`config.mk`:
```
export PLATFORM = sky130hd
export DESIGN_NAME = nib_reg_decoder
export DESIGN_NICKNAME = d
export VERILOG_FILES = /design/src/rtl/nrd_pkg.sv /design/src/rtl/nrd_cmd_decode.sv /design/src/rtl/nrd_regs.sv /design/src/rtl/nrd_rsp_fifo.sv /design/src/rtl/nib_reg_decoder.sv
export SDC_FILE = /design/constraint.sdc
export NUM_CORES = 1
export LEC_CHECK = 0
export CAP_MARGIN = 40
export CORE_ASPECT_RATIO = 1.5
export CORE_MARGIN = 1.5
export CORE_UTILIZATION = 40
export DETAILED_ROUTE_END_ITERATION = 12
export HOLD_SLACK_MARGIN = 0.06
export PLACE_DENSITY_LB_ADDON = 0.12
export SYNTH_ARGS = -nofsm -noshare
export SYNTH_HDL_FRONTEND = slang
export SYNTH_SLANG_ARGS = --single-unit
```
`constraint.sdc`:
```
create_clock -name clk_i -period 3.2 [get_ports clk_i]
set_input_delay 0.64 -clock clk_i [delete_from_list [all_inputs] [get_ports clk_i]]
set_output_delay 0.64 -clock clk_i [all_outputs]
set_load 0.005 [all_outputs]
```
`src/rtl/nrd_pkg.sv`:
```
package nrd_pkg;
  localparam int unsigned NIB_W  = 4;
  localparam int unsigned BYTE_W = 2 * NIB_W;

  typedef enum logic [NIB_W-1:0] {
    OP_ADDR_LO  = 4'h1,
    OP_ADDR_HI  = 4'h2,
    OP_DATA_LO  = 4'h3,
    OP_DATA_WR  = 4'h4,
    OP_READ     = 4'h5
  } nrd_op_e;

  localparam logic [BYTE_W-1:0] REG_IDENT   = 8'h00;
  localparam logic [BYTE_W-1:0] REG_SCRATCH = 8'h01;
  localparam logic [BYTE_W-1:0] REG_MODE    = 8'h02;
  localparam logic [BYTE_W-1:0] IDENT_VALUE = 8'hA6;
endpackage

```
`src/rtl/nrd_cmd_decode.sv`:
```
module nrd_cmd_decode
  import nrd_pkg::*;
(
  input  logic              clk_i,
  input  logic              rst_ni,
  input  logic              fire_i,
  input  logic [BYTE_W-1:0] cmd_byte_i,
  output logic [BYTE_W-1:0] addr_o,
  output logic              wr_en_o,
  output logic [BYTE_W-1:0] wr_data_o,
  output logic              rd_en_o
);
  logic [NIB_W-1:0]  op, nib;
  logic [BYTE_W-1:0] addr_q;
  logic [NIB_W-1:0]  stage_q;
  logic              stage_vld_q;

  assign op  = cmd_byte_i[BYTE_W-1:NIB_W];
  assign nib = cmd_byte_i[NIB_W-1:0];

  always_comb begin
    wr_en_o   = fire_i && (op == OP_DATA_WR);
    rd_en_o   = fire_i && (op == OP_READ);
    wr_data_o = {nib, stage_vld_q ? stage_q : {NIB_W{1'b0}}};
  end

  assign addr_o = addr_q;

  always_ff @(posedge clk_i or negedge rst_ni) begin
    if (!rst_ni) begin
      addr_q      <= '0;
      stage_q     <= '0;
      stage_vld_q <= 1'b0;
    end else if (fire_i) begin
      case (op)
        OP_ADDR_LO: addr_q[NIB_W-1:0]      <= nib;
        OP_ADDR_HI: addr_q[BYTE_W-1:NIB_W] <= nib;
        OP_DATA_LO: begin
          stage_q     <= nib;
          stage_vld_q <= 1'b1;
        end
        OP_DATA_WR: stage_vld_q <= 1'b0;
        OP_READ:    if (nib[0]) addr_q <= addr_q + 1'b1;
        default: ;
      endcase
    end
  end

  AST_ADDR_IDLE_STABLE: assert property (@(posedge clk_i) disable iff (!rst_ni)
    !fire_i |=> $stable(addr_o));
  AST_WRITE_KEEPS_ADDR: assert property (@(posedge clk_i) disable iff (!rst_ni)
    wr_en_o |=> $stable(addr_o));
  AST_STAGE_CLEARED: assert property (@(posedge clk_i) disable iff (!rst_ni)
    wr_en_o |=> wr_data_o[NIB_W-1:0] == '0);
  AST_READ_STEP: assert property (@(posedge clk_i) disable iff (!rst_ni)
    (rd_en_o && cmd_byte_i[0]) |=> addr_o == $past(addr_o) + 8'd1);
endmodule

```
`src/rtl/nrd_regs.sv`:
```
module nrd_regs
  import nrd_pkg::*;
(
  input  logic              clk_i,
  input  logic              rst_ni,
  input  logic              we_i,
  input  logic [BYTE_W-1:0] addr_i,
  input  logic [BYTE_W-1:0] wdata_i,
  output logic [BYTE_W-1:0] rdata_o,
  output logic [BYTE_W-1:0] mode_o
);
  logic [BYTE_W-1:0] scratch_q, mode_q;

  always_ff @(posedge clk_i or negedge rst_ni) begin
    if (!rst_ni) begin
      scratch_q <= '0;
      mode_q    <= '0;
    end else if (we_i) begin
      if (addr_i == REG_SCRATCH) scratch_q <= wdata_i;
      if (addr_i == REG_MODE)    mode_q    <= wdata_i;
    end
  end

  always_comb begin
    case (addr_i)
      REG_IDENT:   rdata_o = IDENT_VALUE;
      REG_SCRATCH: rdata_o = scratch_q;
      REG_MODE:    rdata_o = mode_q;
      default:     rdata_o = '0;
    endcase
  end

  assign mode_o = mode_q;

  AST_SCRATCH_HOLD: assert property (@(posedge clk_i) disable iff (!rst_ni)
    !(we_i && addr_i == REG_SCRATCH) |=> $stable(scratch_q));
  AST_MODE_HOLD: assert property (@(posedge clk_i) disable iff (!rst_ni)
    !(we_i && addr_i == REG_MODE) |=> $stable(mode_o));
endmodule

```
`src/rtl/nrd_rsp_fifo.sv`:
```
module nrd_rsp_fifo #(
  parameter int unsigned DEPTH = 4,
  parameter int unsigned WIDTH = 8
) (
  input  logic             clk_i,
  input  logic             rst_ni,
  input  logic             push_i,
  input  logic [WIDTH-1:0] data_i,
  output logic             full_o,
  output logic             valid_o,
  output logic [WIDTH-1:0] data_o,
  input  logic             ready_i
);
  localparam int unsigned PTR_W = (DEPTH > 1) ? $clog2(DEPTH) : 1;
  localparam int unsigned CNT_W = $clog2(DEPTH + 1);
  localparam logic [PTR_W-1:0] LAST = PTR_W'(DEPTH - 1);

  logic [WIDTH-1:0] mem_q [DEPTH];
  logic [PTR_W-1:0] wr_ptr_q, rd_ptr_q;
  logic [CNT_W-1:0] count_q;
  logic             pop;

  assign full_o  = (count_q == CNT_W'(DEPTH));
  assign valid_o = (count_q != '0);
  assign data_o  = mem_q[rd_ptr_q];
  assign pop     = valid_o && ready_i;

  always_ff @(posedge clk_i or negedge rst_ni) begin
    if (!rst_ni) begin
      wr_ptr_q <= '0;
      rd_ptr_q <= '0;
      count_q  <= '0;
    end else begin
      if (push_i) wr_ptr_q <= (wr_ptr_q == LAST) ? '0 : wr_ptr_q + 1'b1;
      if (pop)    rd_ptr_q <= (rd_ptr_q == LAST) ? '0 : rd_ptr_q + 1'b1;
      case ({push_i, pop})
        2'b10:   count_q <= count_q + 1'b1;
        2'b01:   count_q <= count_q - 1'b1;
        default: ;
      endcase
    end
  end

  always_ff @(posedge clk_i) begin
    if (push_i) mem_q[wr_ptr_q] <= data_i;
  end

  AST_NO_OVERFLOW: assert property (@(posedge clk_i) disable iff (!rst_ni)
    push_i |-> !full_o);
  AST_RSP_HOLD: assert property (@(posedge clk_i) disable iff (!rst_ni)
    (valid_o && !ready_i) |=> valid_o && $stable(data_o));
  AST_PUSH_SHOWS: assert property (@(posedge clk_i) disable iff (!rst_ni)
    push_i |=> valid_o);
endmodule

```
`src/rtl/nib_reg_decoder.sv`:
```
module nib_reg_decoder
  import nrd_pkg::*;
#(
  parameter int unsigned RSP_DEPTH = 4
) (
  input  logic        clk_i,
  input  logic        rst_ni,
  input  logic        cmd_valid_i,
  input  logic [7:0]  cmd_byte_i,
  output logic        cmd_ready_o,
  output logic        rsp_valid_o,
  output logic [7:0]  rsp_byte_o,
  input  logic        rsp_ready_i,
  output logic [7:0]  mode_o
);
  logic              fire, fifo_full, wr_en, rd_en;
  logic [BYTE_W-1:0] addr, wr_data, rd_data;

  assign cmd_ready_o = !fifo_full;
  assign fire        = cmd_valid_i && cmd_ready_o;

  nrd_cmd_decode u_decode (
    .clk_i      (clk_i),
    .rst_ni     (rst_ni),
    .fire_i     (fire),
    .cmd_byte_i (cmd_byte_i),
    .addr_o     (addr),
    .wr_en_o    (wr_en),
    .wr_data_o  (wr_data),
    .rd_en_o    (rd_en)
  );

  nrd_regs u_regs (
    .clk_i   (clk_i),
    .rst_ni  (rst_ni),
    .we_i    (wr_en),
    .addr_i  (addr),
    .wdata_i (wr_data),
    .rdata_o (rd_data),
    .mode_o  (mode_o)
  );

  nrd_rsp_fifo #(.DEPTH(RSP_DEPTH), .WIDTH(BYTE_W)) u_fifo (
    .clk_i   (clk_i),
    .rst_ni  (rst_ni),
    .push_i  (rd_en),
    .data_i  (rd_data),
    .full_o  (fifo_full),
    .valid_o (rsp_valid_o),
    .data_o  (rsp_byte_o),
    .ready_i (rsp_ready_i)
  );

  AST_STALL_HAS_DATA: assert property (@(posedge clk_i) disable iff (!rst_ni)
    !cmd_ready_o |-> rsp_valid_o);
  AST_IDENT_READ: assert property (@(posedge clk_i) disable iff (!rst_ni)
    (rd_en && addr == REG_IDENT) |=> rsp_valid_o);
endmodule

```
==> results of run 1 <==
-- metal layers --
metal  share of wire, %  GRT usage [%]
met1                 40          17.80
met2                 55          27.91
met3                2.3          3.600
met4                1.9          7.515
met5                  0              0
-- power by group through the flow --
stage / Combinational, mW / Sequential, mW / Clock (mW)
2_1_floorplan: 0.521 / 1.14 / 0
3_3_place_gp: 0.676 / 1.24 / 0
3_5_place_dp: 0.689 / 1.24 / 0
4_1_cts: 0.691 / 1.23 / 0.920
5_1_grt: 0.770 / 1.25 / 0.962
6_report: 0.682 / 1.22 / 0.895
-- synth_stat cells, drive strengths merged (4+ instances only) --
| library cell | n | area [um2] |
|---|---|---|
| dfrtp | 36 | 900.9 |
| edfxtp | 32 | 960.9 |
| mux2 | 21 | 296.5 |
| nand2 | 14 | 55.06 |
| nor2 | 13 | 48.80 |
| inv | 12 | 45.05 |
| ha | 10 | 125.1 |
| o21ai | 10 | 50.04 |
| and2 | 8 | 50.05 |
| mux4 | 8 | 180.2 |
| buf | 7 | 45.04 |
| a21oi | 6 | 30.03 |
| a22oi | 5 | 37.54 |
| nand3 | 5 | 25.02 |
| a221oi | 4 | 35.03 |
| clkbuf | 4 | 16.26 |
-- cell type report --
type                            count  area (um2)
Clock buffer                       14       264.0
Fill cell                         735        4028
Clock inverter                      2       12.51
Sequential cell                    68        1862
Tap cell                          105       131.4
Timing Repair Buffer               36       350.3
Multi-Input combinational cell    145        1315
Inverter                           12       45.04
-- critical path, delay by kind of cell, from the launching register on --
family	cells	cell delay, ps
buf+inv	1	450
flops	1	700
mux	1	570
-- path summary, 6_finish.rpt --
path / from / end / slack, ps / depth (start not counted)
worst max register to register: u_fifo.count_q[1]$_DFFE_PN0P_ / u_fifo.count_q[2]$_DFFE_PN0P_ / 880 / 10
worst min-delay path: rst_ni / u_regs.mode_o[7]$_DFFE_PN0P_ / 140 / 1
worst min register to register: u_decode.stage_q[3]$_DFFE_PN0P_ / u_decode.stage_q[3]$_DFFE_PN0P_ / 490 / 1
max in group asynchronous: rst_ni / u_fifo.rd_ptr_q[1]$_DFFE_PN0P_ / 2640 / 2
worst max-delay path: u_fifo.rd_ptr_q[0]$_DFFE_PN0P_ / rsp_byte_o[1] / 510 / 2
min in group clk_i: u_decode.stage_q[3]$_DFFE_PN0P_ / u_decode.stage_q[3]$_DFFE_PN0P_ / 490 / 1
-- stage by stage --
step	instance area, um2	cells	total power, mW
2_1_floorplan	3283	236	1.661
3_3_place_gp	3684	365	1.914
3_5_place_dp	3704	366	1.930
4_1_cts	3980	382	2.838
5_1_grt	3980	382	2.984
6_report	3980	382	2.799
-- placed cells by master (no fill, tap or decap), types with 2 or more instances in the layout --
cell and n:
sky130_fd_sc_hd__nand2_1 13, sky130_fd_sc_hd__a221oi_1 4, sky130_fd_sc_hd__mux4_2 8, sky130_fd_sc_hd__nor2_1 13
sky130_fd_sc_hd__a22oi_1 5, sky130_fd_sc_hd__nand4bb_1 3, sky130_fd_sc_hd__dfrtp_1 36, sky130_fd_sc_hd__clkbuf_8 2
sky130_fd_sc_hd__mux2_1 5, sky130_fd_sc_hd__inv_1 10, sky130_fd_sc_hd__and2_1 8, sky130_fd_sc_hd__xor2_1 2
sky130_fd_sc_hd__clkbuf_16 9, sky130_fd_sc_hd__and3_1 2, sky130_fd_sc_hd__o22ai_1 2, sky130_fd_sc_hd__o21ai_1 5
sky130_fd_sc_hd__mux2_4 16, sky130_fd_sc_hd__o21ai_0 5, sky130_fd_sc_hd__buf_4 6, sky130_fd_sc_hd__clkdlybuf4s50_1 28
sky130_fd_sc_hd__inv_2 2, sky130_fd_sc_hd__nor3_1 2, sky130_fd_sc_hd__a31oi_1 2, sky130_fd_sc_hd__nand2b_1 2
sky130_fd_sc_hd__o211ai_1 2, sky130_fd_sc_hd__clkbuf_1 3, sky130_fd_sc_hd__a21oi_1 6, sky130_fd_sc_hd__nand3_1 5
sky130_fd_sc_hd__ha_1 10, sky130_fd_sc_hd__edfxtp_1 32
-- registers in the layout, indices dropped and copies added (netlist names) --
name,cells
u_regs.mode_o,8
u_fifo.count_q,3
u_fifo.rd_ptr_q,2
u_decode.stage_q,4
u_decode.stage_vld_q,1
u_fifo.mem_q,32
u_regs.scratch_q,8
u_decode.addr_o,8
u_fifo.wr_ptr_q,2
-- cell families (layout without fill, tap and decap cells) --
group / after synthesis / count (layout)
xor+xnor: 3 / 3
flops: 68 / 68
compound gates: 38 / 38
simple gates: 63 / 63
buf+inv: 23 / 64
mux: 30 / 30
fa+ha+maj: 11 / 11
==> impl_metrics.json, run 1 <==
{
  "synth_top_family_by_area": "multiplexers",
  "place.port_buffers": 29,
  "postRouteWirelength_um": 6118,
  "num-nets-final": 295,
  "fp.dieH_um": 114.0,
  "min_period_over_period_pct": 84.01,
  "pin_count_of_the_biggest_net_entering_global_routing": 32,
  "layout_min_cycle_time_ps": 2688,
  "floorplan.initialDensity_pct": 41.00,
  "finalWeightedCongestion": 0.7488,
  "relSlewSlack_pct": 61.85,
  "clock-sinks": 68,
  "share_clk_of_total_power_pct": 32.0,
  "maxCapViolCount": 0,
  "synth_xor_xnor_area_share_pct": 0.8003,
  "rows": 40,
  "synthesis.yosys.warnings": 0,
  "worstPathCellList": "mux4_2, clkdlybuf4s50_1",
  "root_buffer": "sky130_fd_sc_hd__clkbuf_16",
  "yosysSeqAreaShare_pct": 56.71,
  "cts.repair.resized": 0,
  "overflow": 0,
  "seq_power_share_pct": 43.7,
  "clk_pin_slew_worst_paths_ps": 60,
  "syn_nets": 259,
  "fraction_of_registers_with_async_set_or_reset_after_synthesis_pct": 52.94,
  "post-route-worst-setup-slack_ps": 511.7,
  "worst-path-max-fanout": 11,
  "num_antenna_cells": 0,
  "start_kind": "flop",
  "drt_iter0_drc": 145,
  "cts.path.max_buffers": 2,
  "synth.mux.area_fraction_pct": 14.82,
  "power_switching_share_pct": 28.88,
  "timing.critical_path.slowest_stage_cell": "sky130_fd_sc_hd__dfrtp_1",
  "end_kind": "output port",
  "tightestPinTransition_ps": 572.2,
  "cts_inserted_buffers": 9,
  "grt_setup_unrepaired": "no",
  "layout-drive-gt1-share_pct": 19.49,
  "worstSkewPairLatency_ps": 330,
  "power_switching_mw": 0.8083,
  "vias_per_cell": 5.149,
  "pre_cts_ws_ps": 428.2,
  "timing.critical_path.required_ps": 2560,
  "ys.flop_type": "sky130_fd_sc_hd__dfrtp_1",
  "final_core_utilization_pct": 49.70,
  "synth_simple_gate_area_share_pct": 12.31,
  "setup_total_negative_slack_ps": 0,
  "post-cts-setup-buffer-count": 0,
  "synth_compound_area_share_pct": 7.698,
  "syn-mean-instance-area_um2": 13.91,
  "design.portCount": 30,
  "run_status": "finished clean",
  "cts_tree": "done",
  "synth-adder-area-share_pct": 4.421,
  "detailedPlacementHpwl_um": 4584,
  "grt_pass1_wl_um": 10310,
  "max_stage_delay_ps": 700,
  "vias_in_the_first_global_route": 1996,
  "setup-violations-final": 0,
  "grt_antenna_before_repair": 0,
  "ir_drop_mv": 0.3419,
  "detail-route-antenna-nets": 0,
  "report.final.hold_viol_count": 0,
  "grtUsageTotal_pct": 15.73,
  "dr.pass1.iters": 4,
  "maxClockFrequency_mhz": 372.0,
  "post_synth_instance_area_um2": 3283,
  "hold_path_class": "primary input to asynchronous set/reset pin",
  "clock-skew-final_ps": 8.667,
  "drc_errors": 0,
  "power.combinational.fraction_pct": 24.4,
  "post_cts_hold_buffer_count": 0,
  "syn_to_final_growth_pct": 21.23,
  "synth_seq_cells": 68,
  "synth_cells": 236,
  "hold-worst-slack_ps": 142.1,
  "power.static_leakage_nw": 1.629,
  "wl_per_cell_um": 16.02,
  "slew_violations": 0,
  "internal-power_mw": 1.991,
  "number_of_distinct_standard_cells_referenced_by_the_synthesized_netlist": 55,
  "criticalPathCategory": "flop to output port",
  "via_count": 1967,
  "die_w_um": 76.97,
  "worst_ep_arrival_time_ps": 2050,
  "dieArea_um2": 8772,
  "htree_levels": 3,
  "synth_edf_count": 32,
  "cellPowerDensity_nw_per_um2": 703.3,
  "core_area_um2": 8008
}
(Power assumes the default switching activity.)
==> inputs of run 2 (changes only) <==
==> constraint.sdc (replaced) <==
create_clock -name clk_i -period 2.33 [get_ports clk_i]
set_input_delay 0.466 -clock clk_i [delete_from_list [all_inputs] [get_ports clk_i]]
set_output_delay 0.466 -clock clk_i [all_outputs]
set_load 0.005 [all_outputs]
==> run 2 against run 1 <==
Global-route usage is 0.86 points higher. Combinational power is 54% higher. Register-to-register slack worse by 590 ps. Sequential power is 34% higher. Sequential cell count stayed put. Sequential share of layout area is 1.9 points lower. Routed wire length is 5.9% higher. Largest cell class unchanged.
==> impl_metrics.json, run 2 (synthesis results as in run 1) <==
{
  "finalWeightedCongestion": 0.7809,
  "largest_register_ff_count": 32,
  "seq_power_share_pct": 41.4,
  "floorplan.initialDensity_pct": 41.00,
  "rows": 40,
  "worst-path-max-fanout": 11,
  "relSlewSlack_pct": 61.10,
  "place.port_buffers": 29,
  "layout.cells.most_common": "sky130_fd_sc_hd__dfrtp_1",
  "detail-route-antenna-nets": 0,
  "grt_antenna_before_repair": 0,
  "regArea_um2": 1862,
  "design_area_um2": 4151,
  "final_core_utilization_pct": 51.84,
  "run_status": "finished clean",
  "htree_levels": 3,
  "timing.critical_path.slowest_stage_cell": "sky130_fd_sc_hd__mux4_2",
  "maxCapViolCount": 0,
  "core_area_um2": 8008,
  "slew_violations": 0,
  "regMostFlops": "u_fifo.mem_q",
  "hold_path_class": "primary input to asynchronous set/reset pin",
  "syn_to_final_growth_pct": 26.45,
  "power_switching_share_pct": 28.77,
  "power.static_leakage_nw": 1.735,
  "maxClockFrequency_mhz": 443.8,
  "share_clk_of_total_power_pct": 32.2,
  "vias_per_cell": 5.117,
  "via_count": 2016,
  "layout_min_cycle_time_ps": 2253,
  "wl_per_cell_um": 16.44,
  "timing.critical_path.required_ps": 1860,
  "cts.path.max_buffers": 2,
  "dieArea_um2": 8772,
  "overflow": 0,
  "grt_setup_unrepaired": "no",
  "fp.dieH_um": 114.0,
  "max_stage_delay_ps": 490,
  "worstSkewPairLatency_ps": 320,
  "num_antenna_cells": 0,
  "design.portCount": 30,
  "layout.filler_cells": 721,
  "drc_errors": 0,
  "ir_drop_mv": 0.5145,
  "num-nets-final": 307,
  "vias_in_the_first_global_route": 2054,
  "worstPathCellList": "buf_12, mux4_2, clkdlybuf4s50_1",
  "criticalPathCategory": "flop to output port",
  "report.final.hold_viol_count": 0,
  "clock-skew-final_ps": 3.569,
  "tightestPinTransition_ps": 580.9,
  "dr.pass1.iters": 6,
  "die_w_um": 76.97,
  "cts_tree": "done",
  "timing.critical_path.buf_inv": 2,
  "min_period_over_period_pct": 96.70,
  "root_buffer": "sky130_fd_sc_hd__clkbuf_16",
  "power.combinational.fraction_pct": 26.5,
  "layout-drive-gt1-share_pct": 22.49,
  "start_kind": "flop",
  "detailedPlacementHpwl_um": 4797,
  "area_occupied_by_multi_input_gates_um2": 1315,
  "clock-sinks": 68,
  "postPlaceCellArea_um2": 3864,
  "clk_pin_slew_worst_paths_ps": 50,
  "mostFrequentLayoutCells": "36 x sky130_fd_sc_hd__dfrtp_1, 32 x sky130_fd_sc_hd__edfxtp_1, 26 x sky130_fd_sc_hd__clkdlybuf4s50_1, 16 x sky130_fd_sc_hd__mux2_4",
  "cts_inserted_buffers": 9,
  "grt_pass1_wl_um": 10830,
  "cellPowerDensity_nw_per_um2": 955.6,
  "pin_count_of_the_biggest_net_entering_global_routing": 21,
  "power_switching_mw": 1.141,
  "end_kind": "output port",
  "worst_ep_arrival_time_ps": 1790,
  "internal-power_mw": 2.826,
  "drt_iter0_drc": 95,
  "cp_top_family": "buffers and inverters",
  "setup-violations-final": 0,
  "grtUsageTotal_pct": 16.59,
  "postRouteWirelength_um": 6476
}
[run 2: power groups by stage]
stage                     logic [mW]  registers (mW)  clock network (mW)
after global routing            1.19            1.67                1.36
after CTS                       1.08            1.64                1.31
after detailed placement        1.07            1.66                   0
final                           1.05            1.64                1.28
after global placement          1.05            1.66                   0
after floorplan                0.715            1.57                   0
[run 2: final timing paths]
kind	start	end	slack [ps]	cells past startpoint
setup / recovery	u_fifo.rd_ptr_q[0]$_DFFE_PN0P_	rsp_byte_o[5]	80	3
hold / removal	rst_ni	u_decode.addr_o[5]$_DFFE_PN0P_	90	1
setup reg to reg	u_fifo.count_q[0]$_DFFE_PN0P_	u_fifo.count_q[2]$_DFFE_PN0P_	290	10
hold reg to reg	u_decode.stage_q[1]$_DFFE_PN0P_	u_decode.stage_q[1]$_DFFE_PN0P_	480	1
max in group asynchronous	rst_ni	u_fifo.rd_ptr_q[0]$_DFFE_PN0P_	1790	2
min in group clk_i	u_decode.stage_q[1]$_DFFE_PN0P_	u_decode.stage_q[1]$_DFFE_PN0P_	480	1
[run 2: per-layer routing]
layer	global-route usage (%)	share of wire, %	vias up
met4	7.273	1.7	0
met3	3.920	2.9	9
met2	29.97	54	39
met1	18.51	41	981
met5	0	0	-
li1	-	-	987
[run 2: area by class of cell]
class,instances,area share (%)
Sequential cell,68,44.85
Multi-Input combinational cell,145,31.68
Timing Repair Buffer,48,12.42
Clock buffer,9,5.425
Tap cell,105,3.165
Clock inverter,7,1.386
Inverter,12,1.085
[run 2: repair_timing]
item,in CTS,in global routing
setup endpoints to repair,0,2
hold buffers,0,0
resized for setup,0,2
endpoints found under the hold margin,0,0
setup buffers,0,0
[run 2: stage by stage]
stage | hold slack, ps | std cells | setup TNS (ps) | setup slack (ps) | power [mW]
final | 86.03 | 394 | 0 | 76.90 | 3.967
after floorplan | 170.4 | 236 | 0 | 35.47 | 2.282
after global routing | 104.2 | 394 | 0 | 1.007 | 4.223
after detailed placement | 439.3 | 378 | -405.4 | -135.1 | 2.733
after global placement | 468.0 | 377 | -113.4 | -113.4 | 2.707
after CTS | 87.93 | 394 | 0 | 33.14 | 4.028
==> inputs of run 3 (changes only) <==
--- a/config.mk
+++ b/config.mk
@@ -5,6 +5,7 @@
 export SDC_FILE = /design/constraint.sdc
 export NUM_CORES = 1
 export LEC_CHECK = 0
+export ABC_CLOCK_PERIOD_IN_PS = 2330
 export CAP_MARGIN = 40
 export CORE_ASPECT_RATIO = 1.5
 export CORE_MARGIN = 1.5
==> results of run 3 <==
The final DEF is identical to that of run 2; final timing and power are the same.
